## src/rtl/spi_nor_pkg.sv

```systemverilog
package spi_nor_pkg;

   localparam logic [7:0] OPC_NOP        = 8'h00;
   localparam logic [7:0] OPC_SR_WRITE   = 8'h01;
   localparam logic [7:0] OPC_PROG       = 8'h02;
   localparam logic [7:0] OPC_READ       = 8'h03;
   localparam logic [7:0] OPC_WEL_CLR    = 8'h04;
   localparam logic [7:0] OPC_SR_READ    = 8'h05;
   localparam logic [7:0] OPC_WEL_SET    = 8'h06;
   localparam logic [7:0] OPC_READ_FAST  = 8'h0B;
   localparam logic [7:0] OPC_ERASE_4K   = 8'h20;
   localparam logic [7:0] OPC_PROG_X4    = 8'h32;
   localparam logic [7:0] OPC_READ_DO    = 8'h3B;
   localparam logic [7:0] OPC_ERASE_32K  = 8'h52;
   localparam logic [7:0] OPC_READ_QO    = 8'h6B;
   localparam logic [7:0] OPC_ID_READ    = 8'h9F;
   localparam logic [7:0] OPC_PROG_X2    = 8'hA2;
   localparam logic [7:0] OPC_READ_DIO   = 8'hBB;
   localparam logic [7:0] OPC_ERASE_CHIP = 8'hC7;
   localparam logic [7:0] OPC_ERASE_BLK  = 8'hD8;
   localparam logic [7:0] OPC_READ_QIO   = 8'hEB;

   typedef enum logic [2:0] {
      ST_IDLE,
      ST_PROG,
      ST_READ,
      ST_COLLECT,
      ST_RESP
   } seq_state_t;

   typedef enum logic [1:0] {
      ERK_4K    = 2'd0,
      ERK_32K   = 2'd1,
      ERK_BLOCK = 2'd2,
      ERK_CHIP  = 2'd3
   } erase_kind_t;

   typedef enum logic [2:0] {
      ACT_NONE,
      ACT_PROG,
      ACT_READ,
      ACT_ERASE,
      ACT_SR_WRITE
   } post_act_t;

   typedef struct packed {
      logic        known;
      logic        collect;
      logic [3:0]  need;
      post_act_t   act;
      erase_kind_t ekind;
      logic        wel_set;
      logic        wel_clr;
      logic        rsp_status;
      logic        rsp_id;
      logic        chip_erase;
   } op_info_t;

   // Bytes gathered after a dual-I/O (quad=0) or quad-I/O (quad=1) read opcode.
   function automatic logic [3:0] io_read_need(input logic [7:0] mfr, input logic quad);
      logic short_form;
      short_form = (mfr == 8'hEF) || (mfr == 8'h01);
      if (quad) return short_form ? 4'd6 : 4'd8;
      return short_form ? 4'd4 : 4'd5;
   endfunction

endpackage

```

## src/rtl/spi_nor_op_decode.sv

```systemverilog
module spi_nor_op_decode
   import spi_nor_pkg::*;
#(
   parameter logic [7:0] MFR_ID = 8'hEF
) (
   input  logic [7:0] opcode,
   output op_info_t   info
);

   localparam logic [3:0] NEED_DIO = io_read_need(MFR_ID, 1'b0);
   localparam logic [3:0] NEED_QIO = io_read_need(MFR_ID, 1'b1);

   always_comb begin
      info       = '0;
      info.known = 1'b1;
      info.act   = ACT_NONE;
      info.ekind = ERK_4K;
      case (opcode)
         OPC_NOP: ;
         OPC_SR_WRITE: begin
            info.collect = 1'b1;
            info.need    = 4'd1;
            info.act     = ACT_SR_WRITE;
         end
         OPC_WEL_CLR:    info.wel_clr    = 1'b1;
         OPC_WEL_SET:    info.wel_set    = 1'b1;
         OPC_SR_READ:    info.rsp_status = 1'b1;
         OPC_ID_READ:    info.rsp_id     = 1'b1;
         OPC_ERASE_CHIP: info.chip_erase = 1'b1;
         OPC_PROG, OPC_PROG_X2, OPC_PROG_X4: begin
            info.collect = 1'b1;
            info.need    = 4'd3;
            info.act     = ACT_PROG;
         end
         OPC_READ: begin
            info.collect = 1'b1;
            info.need    = 4'd3;
            info.act     = ACT_READ;
         end
         OPC_READ_FAST, OPC_READ_DO, OPC_READ_QO: begin
            info.collect = 1'b1;
            info.need    = 4'd4;
            info.act     = ACT_READ;
         end
         OPC_READ_DIO: begin
            info.collect = 1'b1;
            info.need    = NEED_DIO;
            info.act     = ACT_READ;
         end
         OPC_READ_QIO: begin
            info.collect = 1'b1;
            info.need    = NEED_QIO;
            info.act     = ACT_READ;
         end
         OPC_ERASE_4K: begin
            info.collect = 1'b1;
            info.need    = 4'd3;
            info.act     = ACT_ERASE;
            info.ekind   = ERK_4K;
         end
         OPC_ERASE_32K: begin
            info.collect = 1'b1;
            info.need    = 4'd3;
            info.act     = ACT_ERASE;
            info.ekind   = ERK_32K;
         end
         OPC_ERASE_BLK: begin
            info.collect = 1'b1;
            info.need    = 4'd3;
            info.act     = ACT_ERASE;
            info.ekind   = ERK_BLOCK;
         end
         default: info.known = 1'b0;
      endcase
   end

endmodule

```

## src/rtl/spi_nor_resp_buf.sv

```systemverilog
module spi_nor_resp_buf #(
   parameter logic [23:0] ID_CODE  = 24'hEF4017,
   parameter logic [15:0] EXT_CODE = 16'h0000
) (
   input  logic       clk,
   input  logic       rst_n,
   input  logic       load_status,
   input  logic       load_id,
   input  logic       wel_in,
   input  logic       pop,
   output logic [7:0] rsp_byte,
   output logic       rsp_last
);

   localparam int ID_LEN = (EXT_CODE != 16'h0000) ? 5 : 3;

   logic [7:0] id_tab [5];
   logic [2:0] idx_q;
   logic       is_stat_q;
   logic       snap_q;

   assign id_tab[0] = ID_CODE[23:16];
   assign id_tab[1] = ID_CODE[15:8];
   assign id_tab[2] = ID_CODE[7:0];

   generate
      if (ID_LEN == 5) begin : g_ext_id
         assign id_tab[3] = EXT_CODE[15:8];
         assign id_tab[4] = EXT_CODE[7:0];
      end else begin : g_base_id
         assign id_tab[3] = 8'h00;
         assign id_tab[4] = 8'h00;
      end
   endgenerate

   always_ff @(posedge clk or negedge rst_n) begin
      if (!rst_n) begin
         idx_q     <= '0;
         is_stat_q <= 1'b0;
         snap_q    <= 1'b0;
      end else if (load_status) begin
         idx_q     <= '0;
         is_stat_q <= 1'b1;
         snap_q    <= wel_in;
      end else if (load_id) begin
         idx_q     <= '0;
         is_stat_q <= 1'b0;
      end else if (pop) begin
         idx_q     <= idx_q + 3'd1;
      end
   end

   always_comb begin
      if (is_stat_q) begin
         rsp_byte = {6'b0, snap_q, 1'b0};
         rsp_last = 1'b1;
      end else begin
         rsp_byte = (idx_q < 3'd5) ? id_tab[idx_q] : 8'h00;
         rsp_last = (idx_q == 3'(ID_LEN - 1));
      end
   end

endmodule

```

## src/rtl/spi_nor_addr_unit.sv

```systemverilog
module spi_nor_addr_unit #(
   parameter int ADDR_W    = 24,
   parameter int DEV_BYTES = 1 << 20
) (
   input  logic              clk,
   input  logic              rst_n,
   input  logic              clr_cnt,
   input  logic              cap_valid,
   input  logic [7:0]        cap_byte,
   input  logic              load,
   input  logic              step,
   output logic [3:0]        cnt,
   output logic [ADDR_W-1:0] asm_addr,
   output logic [ADDR_W-1:0] cur_addr
);

   localparam logic [ADDR_W-1:0] AMASK = ADDR_W'(DEV_BYTES - 1);

   logic [7:0]  buf_q [3];
   logic [7:0]  merged [3];
   logic [23:0] asm24;

   // The byte arriving this cycle overrides its buffer slot so that the
   // address is complete on the strobe of the last collected byte.
   generate
      for (genvar j = 0; j < 3; j++) begin : g_merge
         assign merged[j] = (cap_valid && cnt == 4'(j)) ? cap_byte : buf_q[j];
      end
   endgenerate

   assign asm24    = {merged[0], merged[1], merged[2]};
   assign asm_addr = ADDR_W'(asm24) & AMASK;

   always_ff @(posedge clk or negedge rst_n) begin
      if (!rst_n) begin
         cnt <= '0;
         for (int k = 0; k < 3; k++) buf_q[k] <= 8'h00;
      end else if (clr_cnt) begin
         cnt <= '0;
      end else if (cap_valid) begin
         cnt <= cnt + 4'd1;
         if (cnt < 4'd3) buf_q[cnt[1:0]] <= cap_byte;
      end
   end

   always_ff @(posedge clk or negedge rst_n) begin
      if (!rst_n)     cur_addr <= '0;
      else if (load)  cur_addr <= asm_addr;
      else if (step)  cur_addr <= (cur_addr + 1'b1) & AMASK;
   end

endmodule

```

## src/rtl/spi_nor_cmd_seq.sv

```systemverilog
module spi_nor_cmd_seq
   import spi_nor_pkg::*;
#(
   parameter int          ADDR_W    = 24,
   parameter int          DEV_BYTES = 1 << 20,
   parameter logic [23:0] ID_CODE   = 24'hEF4017,
   parameter logic [15:0] EXT_CODE  = 16'h0000
) (
   input  logic              clk,
   input  logic              rst_n,
   input  logic              cs_start,
   input  logic              rx_valid,
   input  logic [7:0]        rx_byte,
   output logic [7:0]        tx_byte,
   output logic [ADDR_W-1:0] mem_addr,
   output logic              mem_rd_en,
   input  logic [7:0]        mem_rd_data,
   output logic              prog_valid,
   output logic [ADDR_W-1:0] prog_addr,
   output logic [7:0]        prog_data,
   output logic              erase_valid,
   output logic [ADDR_W-1:0] erase_addr,
   output logic [1:0]        erase_kind,
   output logic              err_pulse
);

   localparam logic [7:0] MFR_ID = ID_CODE[23:16];

   generate
      if ((DEV_BYTES & (DEV_BYTES - 1)) != 0 || DEV_BYTES < 2) begin : g_bad_size
         $error("DEV_BYTES must be a power of two");
      end
      if (longint'(DEV_BYTES) > (64'd1 << ADDR_W)) begin : g_bad_width
         $error("ADDR_W too narrow for DEV_BYTES");
      end
   endgenerate

   seq_state_t  state_q;
   post_act_t   pend_act_q;
   erase_kind_t pend_kind_q;
   logic [3:0]  need_q;
   logic        wel_q;

   op_info_t          info;
   logic [3:0]        cnt;
   logic [ADDR_W-1:0] asm_addr;
   logic [ADDR_W-1:0] cur_addr;
   logic [7:0]        rsp_byte;
   logic              rsp_last;

   logic rx_take, in_idle, in_coll, in_read, in_prog, in_resp;
   logic go_collect, coll_last;

   assign rx_take    = rx_valid && !cs_start;
   assign in_idle    = (state_q == ST_IDLE);
   assign in_coll    = (state_q == ST_COLLECT);
   assign in_read    = (state_q == ST_READ);
   assign in_prog    = (state_q == ST_PROG);
   assign in_resp    = (state_q == ST_RESP);
   assign go_collect = info.collect && !(info.act == ACT_SR_WRITE && !wel_q);
   assign coll_last  = ((cnt + 4'd1) == need_q);

   assign mem_addr  = cur_addr;
   assign mem_rd_en = rx_take && in_read;

   spi_nor_op_decode #(.MFR_ID(MFR_ID)) u_dec (
      .opcode (rx_byte),
      .info   (info)
   );

   spi_nor_addr_unit #(.ADDR_W(ADDR_W), .DEV_BYTES(DEV_BYTES)) u_addr (
      .clk       (clk),
      .rst_n     (rst_n),
      .clr_cnt   (cs_start || (rx_take && in_idle)),
      .cap_valid (rx_take && in_coll),
      .cap_byte  (rx_byte),
      .load      (rx_take && in_coll && coll_last),
      .step      (rx_take && (in_read || in_prog)),
      .cnt       (cnt),
      .asm_addr  (asm_addr),
      .cur_addr  (cur_addr)
   );

   spi_nor_resp_buf #(.ID_CODE(ID_CODE), .EXT_CODE(EXT_CODE)) u_rsp (
      .clk         (clk),
      .rst_n       (rst_n),
      .load_status (rx_take && in_idle && info.rsp_status),
      .load_id     (rx_take && in_idle && info.rsp_id),
      .wel_in      (wel_q),
      .pop         (rx_take && in_resp),
      .rsp_byte    (rsp_byte),
      .rsp_last    (rsp_last)
   );

   always_ff @(posedge clk or negedge rst_n) begin
      if (!rst_n) begin
         state_q     <= ST_IDLE;
         pend_act_q  <= ACT_NONE;
         pend_kind_q <= ERK_4K;
         need_q      <= '0;
         wel_q       <= 1'b0;
         tx_byte     <= 8'h00;
         prog_valid  <= 1'b0;
         prog_addr   <= '0;
         prog_data   <= 8'h00;
         erase_valid <= 1'b0;
         erase_addr  <= '0;
         erase_kind  <= 2'd0;
         err_pulse   <= 1'b0;
      end else begin
         prog_valid  <= 1'b0;
         erase_valid <= 1'b0;
         err_pulse   <= 1'b0;
         if (cs_start) begin
            state_q <= ST_IDLE;
         end else if (rx_valid) begin
            unique case (state_q)
               ST_IDLE: begin
                  tx_byte <= 8'h00;
                  if (!info.known) err_pulse <= 1'b1;
                  if (info.wel_set) wel_q <= 1'b1;
                  if (info.wel_clr) wel_q <= 1'b0;
                  if (go_collect) begin
                     state_q     <= ST_COLLECT;
                     need_q      <= info.need;
                     pend_act_q  <= info.act;
                     pend_kind_q <= info.ekind;
                  end
                  if (info.rsp_status || info.rsp_id) state_q <= ST_RESP;
                  if (info.chip_erase) begin
                     if (wel_q) begin
                        erase_valid <= 1'b1;
                        erase_addr  <= '0;
                        erase_kind  <= ERK_CHIP;
                     end else begin
                        err_pulse   <= 1'b1;
                     end
                  end
               end
               ST_COLLECT: begin
                  tx_byte <= 8'h00;
                  if (coll_last) begin
                     state_q <= ST_IDLE;
                     case (pend_act_q)
                        ACT_PROG: state_q <= ST_PROG;
                        ACT_READ: state_q <= ST_READ;
                        ACT_ERASE: begin
                           erase_valid <= 1'b1;
                           erase_addr  <= asm_addr;
                           erase_kind  <= pend_kind_q;
                        end
                        ACT_SR_WRITE: wel_q <= 1'b0;
                        default: ;
                     endcase
                  end
               end
               ST_READ: begin
                  tx_byte <= mem_rd_data;
               end
               ST_PROG: begin
                  tx_byte    <= 8'h00;
                  prog_valid <= 1'b1;
                  prog_addr  <= cur_addr;
                  prog_data  <= rx_byte;
               end
               ST_RESP: begin
                  tx_byte <= rsp_byte;
                  if (rsp_last) state_q <= ST_IDLE;
               end
               default: state_q <= ST_IDLE;
            endcase
         end
      end
   end

endmodule

```

## config.mk

```make
export PLATFORM = sky130hd
export DESIGN_NAME = spi_nor_cmd_seq
export DESIGN_NICKNAME = d
export VERILOG_FILES = /design/src/rtl/spi_nor_pkg.sv /design/src/rtl/spi_nor_op_decode.sv /design/src/rtl/spi_nor_resp_buf.sv /design/src/rtl/spi_nor_addr_unit.sv /design/src/rtl/spi_nor_cmd_seq.sv
export SDC_FILE = /design/constraint.sdc
export NUM_CORES = 1
export LEC_CHECK = 0
export ABC_AREA = 1
export BUFFER_PORTS_ARGS = -buffer_cell sky130_fd_sc_hd__buf_2
export CAP_MARGIN = 20
export CORE_ASPECT_RATIO = 1.1
export CORE_UTILIZATION = 35
export DETAILED_ROUTE_END_ITERATION = 8
export GPL_TIMING_DRIVEN = 0
export PLACE_DENSITY_LB_ADDON = 0.3
export SYNTH_ARGS = -nofsm -noshare
export SYNTH_HDL_FRONTEND = slang
export SYNTH_SLANG_ARGS = --single-unit
```

## constraint.sdc

```tcl
create_clock -name clk -period 5.9 [get_ports clk]
set_input_delay 1.18 -clock clk [delete_from_list [all_inputs] [get_ports clk]]
set_output_delay 1.18 -clock clk [all_outputs]
set_load 0.02 [all_outputs]
```

==> impl_metrics.json, run 1 <==
{
  "slew_headroom_pct": 56.4,
  "ios": 114,
  "wl_per_cell_um": 14.5,
  "status": "complete, no violations",
  "fin_skew_ns": 0.00787,
  "final.setup.worst_slack_ns": 2.83,
  "yosysTopAreaCell": "dfrtp_1",
  "crit_required_ns": 4.72,
  "seq_area_frac_synth_pct": 48.3,
  "yosys.area_share.simple_pct": 28.1,
  "power_frac_seq_pct": 39.0,
  "final_cells": 1180,
  "cts_root_buf": "clkbuf_16",
  "synth_top_family_by_area": "simple AND/OR/NAND/NOR gates",
  "arrival_ns": 1.89,
  "holdCritPathClass": "reg2reg",
  "start_kind": "primary input",
  "syn2layout_area_growth_pct": 23.0,
  "drtIter0Drc": 310,
  "hpwl_um": 13100,
  "total_power_uw": 2820,
  "die_w_um": 130,
  "vias_per_cell": 4.82,
  "slew_viol_final": 0,
  "grt_use_total_pct": 19.4,
  "synth_commonest_cells": "nand2_1 (249), dfrtp_1 (122), nor2_1 (73)",
  "die_y_um": 143,
  "maxCapViolations": 0,
  "p_leak_uw": 0.00407,
  "clk_latency_ns": 0.43,
  "synth_ff_type": "dfrtp_1",
  "initial_utilization_pct": 35.8,
  "path_max_fanout": 9,
  "setup_viol": 0,
  "core_um2": 17700,
  "clk_pin_slew_ns": 0.06,
  "grt-ovfl-total": 0,
  "die_area_um2": 18600,
  "rsz0062_at_grt": "no",
  "cts-htree-levels": 4,
  "async_flop_share_pct": 100,
  "synth_edf_count": 0,
  "cts_sinks": 122,
  "dr.pass1.iters": 5,
  "yosysMostFrequentCell": "nand2_1",
  "cp-end-kind": "primary output",
  "muxShareOfSynthArea_pct": 0,
  "fin_tns_setup_ns": 0,
  "clockBufferDepth": 2,
  "vias": 5689,
  "worst_pin_slew_ns": 0.654,
  "peakVddDrop_mv": 0.206,
  "synthCells": 797,
  "ys_warn_count": 0,
  "cts_buffers": 17,
  "synth_fa_ha_area_share_pct": 1.58,
  "tritoncts": "yes",
  "drc": 0,
  "p_int_uw": 1830,
  "diodes": 0,
  "grt_pass1_vias": 5263,
  "fin_nets": 957,
  "drt-total-wl_um": 17100,
  "min_period_over_period_pct": 52.0,
  "clock.fmax_mhz": 326,
  "syn_avg_cell_area_um2": 7.94,
  "placedCellCount": 1148,
  "drive_gt1_share_pct": 22.0,
  "synth_xor_area_share_pct": 1.94,
  "ys_seq_elements": 122,
  "cts_resized": 0,
  "p_switching_uw": 992,
  "ys_types": 40,
  "yosysTopAreaCellShare_pct": 48.3,
  "fillCellCount": 1821,
  "rows": 51,
  "power_density_nw_per_um2": 363,
  "path_class": "in2out",
  "final_hold_viol_count": 0,
  "grt_pass1_wl_um": 27000,
  "postCtsSetupBuffers": 0,
  "combPwrFrac_pct": 25.1,
  "synth_compound_area_share_pct": 12.0,
  "finalCriticalPeriod_ns": 3.07,
  "synth.area.top_cells": "dfrtp_1 (48%), nand2_1 (15%), o21ai_0 (4.5%)",
  "cts_hold_buf": 0,
  "portBuffers": 101,
  "gp_congestion": 0.885,
  "sw_frac_of_total_pct": 35.1,
  "ant_nets": 0,
  "grt_max_degree": 70,
  "clockPowerShare_pct": 35.9,
  "dpl_worst_slack_ns": 2.81,
  "grt_antenna_before_repair": 0,
  "syn_area_um2": 6330
}
flip-flops by register name (all words and copies together) (netlist names):
register,cells
tx_byte,8
u_rsp.idx_q,3
u_rsp.snap_q,1
erase_kind,2
erase_addr,20
u_addr.cur_addr,20
wel_q,1
pend_kind_q,2
need_q,3
prog_valid,1
state_q,3
u_rsp.is_stat_q,1
prog_data,8
prog_addr,20
erase_valid,1
err_pulse,1
u_addr.buf_q,20
pend_act_q,3
u_addr.cnt,4
kinds of logic (layout without fill, tap and decap cells):
logic type	Yosys count	after routing
XOR/XNOR	14	14
AO/OA/AOI/OAI	130	130
buffers and inverters	108	242
AND/OR/NAND/NOR	414	414
adder cells (fa/ha/maj)	8	8
flip-flops	122	122
other	1	12
power groups by stage:
stage	registers [uW]	logic, uW	clock network, uW
6_report	1100	708	1010
5_1_grt	1120	800	1070
4_1_cts	1100	713	1030
3_5_place_dp	1120	710	0
3_3_place_gp	1110	703	0
2_1_floorplan	1240	320	0
final timing paths:
check	start	endpoint	slack, ns	cells past startpoint
max in group asynchronous	rst_n	erase_kind[1]	4.48	2
worst min register to register	erase_addr[3]	erase_addr[3]	0.47	2
worst max-delay path	cs_start	mem_rd_en	2.83	5
min in group asynchronous	rst_n	prog_addr[1]	0.69	1
worst max register to register	u_addr.cnt[0]	erase_addr[15]	3.58	12
worst min-delay path	erase_addr[3]	erase_addr[3]	0.47	2
critical path, cell delays in order:
cell	delay [ns]
buf_2	0.12
inv_2	0.11
nand2_2	0.18
nor2_1	0.14
buf_2	0.17
area by class of cell:
class | instances | area, um2 | share of cell area (%)
buffer | 34 | 233 | 2.99
clock buffer | 17 | 425 | 5.47
clock inverter | 15 | 151 | 1.95
inverter | 74 | 278 | 3.57
multi-input combinational | 578 | 2800 | 36.0
sequential | 122 | 3050 | 39.2
tap | 238 | 298 | 3.83
timing repair buffer | 102 | 539 | 6.93
cells in the final DEF, fill, tap and decap left out, types with 2 or more instances in the layout:
master	n
a21oi_1	22
a31oi_1	3
a41oi_1	2
buf_2	106
buf_4	16
buf_6	6
bufinv_16	2
clkbuf_1	7
clkbuf_16	17
clkinv_2	5
clkinv_4	3
clkinvlp_4	3
conb_1	12
dfrtp_1	122
ha_1	8
inv_1	63
inv_2	11
inv_6	2
nand2_1	249
nand2_2	4
nand2_4	2
nand3_1	48
nand3_2	2
nand4_1	13
nor2_1	73
nor2_2	3
nor3_1	12
o211ai_1	4
o21ai_0	57
o21ai_1	17
o21ai_2	16
o22ai_1	4
or2_2	2
xor2_1	13
metal layers:
layer	up-vias	global-route usage (%)	share of wire [%]
met5	-	0	0
met4	0	9.00	2.8
met3	32	4.38	4.2
met2	148	31.6	48
met1	2667	24.2	45
li1	2842	-	-
stage by stage:
stage / utilization (%) / cell area, um2 / hold WS [ns]
CTS: 44.0 / 7780 / 0.472
global route: 44.0 / 7780 / 0.487
floorplan: - / 6370 / 0.454
finish: 44.0 / 7780 / 0.474
detailed placement: 40.8 / 7200 / 0.458
global placement: 40.6 / 7170 / 0.453
No activity file was read; power rests on OpenSTA's default activity.
==> inputs of run 2 (changes only) <==
--- a/config.mk
+++ b/config.mk
@@ -5,7 +5,7 @@
 export SDC_FILE = /design/constraint.sdc
 export NUM_CORES = 1
 export LEC_CHECK = 0
-export ABC_AREA = 1
+export ABC_AREA = 0
 export BUFFER_PORTS_ARGS = -buffer_cell sky130_fd_sc_hd__buf_2
 export CAP_MARGIN = 20
 export CORE_ASPECT_RATIO = 1.1
==> constraint.sdc (replaced) <==
create_clock -name clk -period 2.7 [get_ports clk]
set_input_delay 0.54 -clock clk [delete_from_list [all_inputs] [get_ports clk]]
set_output_delay 0.54 -clock clk [all_outputs]
set_load 0.02 [all_outputs]
==> run 2 against run 1 <==
Sequential power is 85% higher. Design area is 1.7% higher. First-iteration DRC count is 18% higher. Flip-flop and latch count unchanged. Highest routed layer unchanged. Global-route usage decreased by 1.1 points. Core utilization up 0.43 points. Area after synthesis is 1.3% higher. Count of clock-buffer cells in the layout up 1. Clock power grew 120%. Via count decreased by 13%. Critical path depth grew 4. Critical endpoint is now erase_addr[15].
==> impl_metrics.json, run 2 <==
{
  "p_leak_uw": 0.00401,
  "rows": 51,
  "cp-end-kind": "flip-flop",
  "total_power_uw": 4790,
  "maxCapViolations": 0,
  "place_area_um2": 7270,
  "cts_sinks": 122,
  "ff_latch_area_um2": 3050,
  "arrival_ns": 2.92,
  "gp_congestion": 0.844,
  "synth_edf_count": 0,
  "holdCritPathClass": "in2reg",
  "vias_per_cell": 5.11,
  "worst_pin_slew_ns": 0.718,
  "slew_headroom_pct": 51.5,
  "grt_max_degree": 99,
  "peakVddDrop_mv": 0.446,
  "die_area_um2": 18900,
  "die_y_um": 144,
  "dpl_worst_slack_ns": -0.276,
  "postLayoutCellArea_um2": 7910,
  "synth_commonest_cells": "dfrtp_1 (122), mux2_2 (53), nor2_1 (50)",
  "multi_input_area_um2": 3080,
  "seq_area_frac_synth_pct": 47.6,
  "crit_required_ns": 3.00,
  "r2r_setup_slack_ns": 0.08,
  "grt_pass1_wl_um": 25800,
  "cts_root_buf": "clkbuf_16",
  "r2r_cells": 9,
  "ys_warn_count": 0,
  "routed-wl-met3_um": 764,
  "setup_viol": 0,
  "yosysTopAreaCellShare_pct": 47.6,
  "synth_ff_type": "dfrtp_1",
  "ys_seq_elements": 122,
  "dr_wl_met2_um": 7940,
  "grt_pass1_vias": 4899,
  "status": "complete, no violations",
  "drive_gt1_share_pct": 33.5,
  "cts-htree-levels": 4,
  "clk_latency_ns": 0.42,
  "die_w_um": 131,
  "min_to": "u_addr.cnt[3]",
  "hold_start": "cs_start",
  "finalCriticalPeriod_ns": 2.62,
  "initial_utilization_pct": 36.0,
  "async_flop_share_pct": 100,
  "grt-ovfl-total": 0,
  "start_kind": "flip-flop",
  "vias": 4930,
  "wl_per_cell_um": 16.9,
  "sw_frac_of_total_pct": 26.9,
  "diodes": 0,
  "power_density_nw_per_um2": 605,
  "hold_depth": 2,
  "cts_buffers": 17,
  "syn2layout_area_growth_pct": 23.5,
  "drtIter0Drc": 365,
  "critPathLaunch": "u_addr.cnt[0]",
  "yosysTopAreaCell": "dfrtp_1",
  "ios": 114,
  "portBuffers": 97,
  "highest_layer": "met4",
  "finish.utilization_pct": 44.5,
  "clock.fmax_mhz": 382,
  "rsz0062_at_grt": "yes",
  "min_period_over_period_pct": 97.0,
  "final_hold_viol_count": 0,
  "syn_avg_cell_area_um2": 11.0,
  "synthCells": 580,
  "path_class": "reg2reg",
  "p_switching_uw": 1290,
  "clockPowerShare_pct": 47.0,
  "hpwl_um": 11800,
  "fin_skew_ns": 0.0120,
  "power_frac_seq_pct": 42.3,
  "grt_antenna_before_repair": 1,
  "rr_startpoint": "u_addr.cnt[0]",
  "grt_use_total_pct": 18.3,
  "rr_endpoint": "erase_addr[15]",
  "wl_met1_um": 7320,
  "slew_viol_final": 0,
  "clockBufferDepth": 2,
  "layout_common_cells": "dfrtp_1 (122), buf_2 (101), mux2_2 (53), nor2_1 (50), mux2i_1 (33)",
  "clk_pin_slew_ns": 0.06,
  "final.setup.worst_slack_ns": 0.0808,
  "final_common_cell": "dfrtp_1",
  "combPwrFrac_pct": 10.8,
  "drc": 0,
  "yosysMostFrequentCell": "dfrtp_1",
  "synth.area.top_cells": "dfrtp_1 (48%), mux2_2 (9.3%), mux2i_1 (5.2%)",
  "fin_nets": 741,
  "dr.pass1.iters": 5,
  "tritoncts": "yes",
  "drt-total-wl_um": 16300,
  "syn_area_um2": 6410,
  "p_int_uw": 3500,
  "path_max_fanout": 10,
  "fillCellCount": 1688,
  "ant_nets": 0,
  "ys_types": 69,
  "core_um2": 17800
}
## run 2: cell types whose count changed after synthesis, moves of 23 or more
cell,before,now
mux2_2,0,53
o21ai_0,57,25
nand3_1,48,9
nand2_1,249,31
mux2i_1,0,33
nor2_1,73,50
inv_1,63,19
## run 2: repair_timing
| item | in CTS | in global routing |
|---|---|---|
| hold buffers | 1 | 0 |
| hold endpoints to repair | 24 | 0 |
| setup endpoints to repair | 37 | 29 |
| gates resized for setup | 4 | 6 |
| pin swaps | 0 | 0 |
| setup buffers | 3 | 1 |
## run 2: final cells by class
type,count,area share (%)
multi-input cells,404,38.9
flip-flops and latches,122,38.6
repair buffers,103,7.11
clock buffers,18,5.55
well taps,238,3.76
plain buffers,46,3.32
clock inverters,14,1.83
inverters,19,0.901
## run 2: how the worst max path moves through the flow
stage                     endpoint  cells past startpoint  slack (ns)
2_1_floorplan       erase_addr[10]                      9        0.11
3_3_place_gp            tx_byte[4]                      1       -0.41
3_5_place_dp         erase_addr[9]                      9       -0.28
4_1_cts        u_addr.cur_addr[14]                     10        0.03
5_1_grt        u_addr.cur_addr[12]                     10       -0.01
6_report            erase_addr[15]                      9        0.08
## run 2: worst max-delay path, stage by stage (launching register included)
cell and delay [ns]:
dfrtp_1 0.38, buf_6 0.14, inv_1 0.06, ha_1 0.32, xor2_1 0.20, or4_4 0.51
a21oi_4 0.18, a41oi_4 0.19, buf_6 0.21, mux2_4 0.30
## run 2: through the flow
stage	TNS, ns	hold slack, ns	std cells
2_1_floorplan	0	0.244	591
3_3_place_gp	-54.43	0.461	926
3_5_place_dp	-6.25	0.419	927
4_1_cts	0	0.310	963
5_1_grt	-0.0147	0.331	964
6_report	0	0.331	964
## run 2: kinds of logic (layout without fill, tap and decap cells)
logic type / Yosys count / in the layout / share of synthesized area [%]
simple gates: 182 / 182 / 15.9
flops: 122 / 122 / 47.6
xor+xnor: 15 / 15 / 2.05
buf+inv: 65 / 200 / 4.98
compound gates: 84 / 84 / 9.37
mux: 103 / 103 / 18.5
other cells: 1 / 12 / 0.0585
fa+ha+maj: 8 / 8 / 1.56
## run 2: layer usage
layer / vias to the layer above / GRT usage, %
met3: 17 / 4.32
li1: 2332 / -
met2: 136 / 29.7
met5: - / 0
met1: 2445 / 23.4
met4: 0 / 7.08
## run 2: power groups by stage
stage | clock [uW] | sequential, uW | combinational, uW
4_1_cts | 2290 | 2020 | 520
3_3_place_gp | 0 | 2050 | 500
2_1_floorplan | 0 | 2130 | 225
5_1_grt | 2380 | 2040 | 569
6_report | 2250 | 2030 | 515
3_5_place_dp | 0 | 2060 | 516
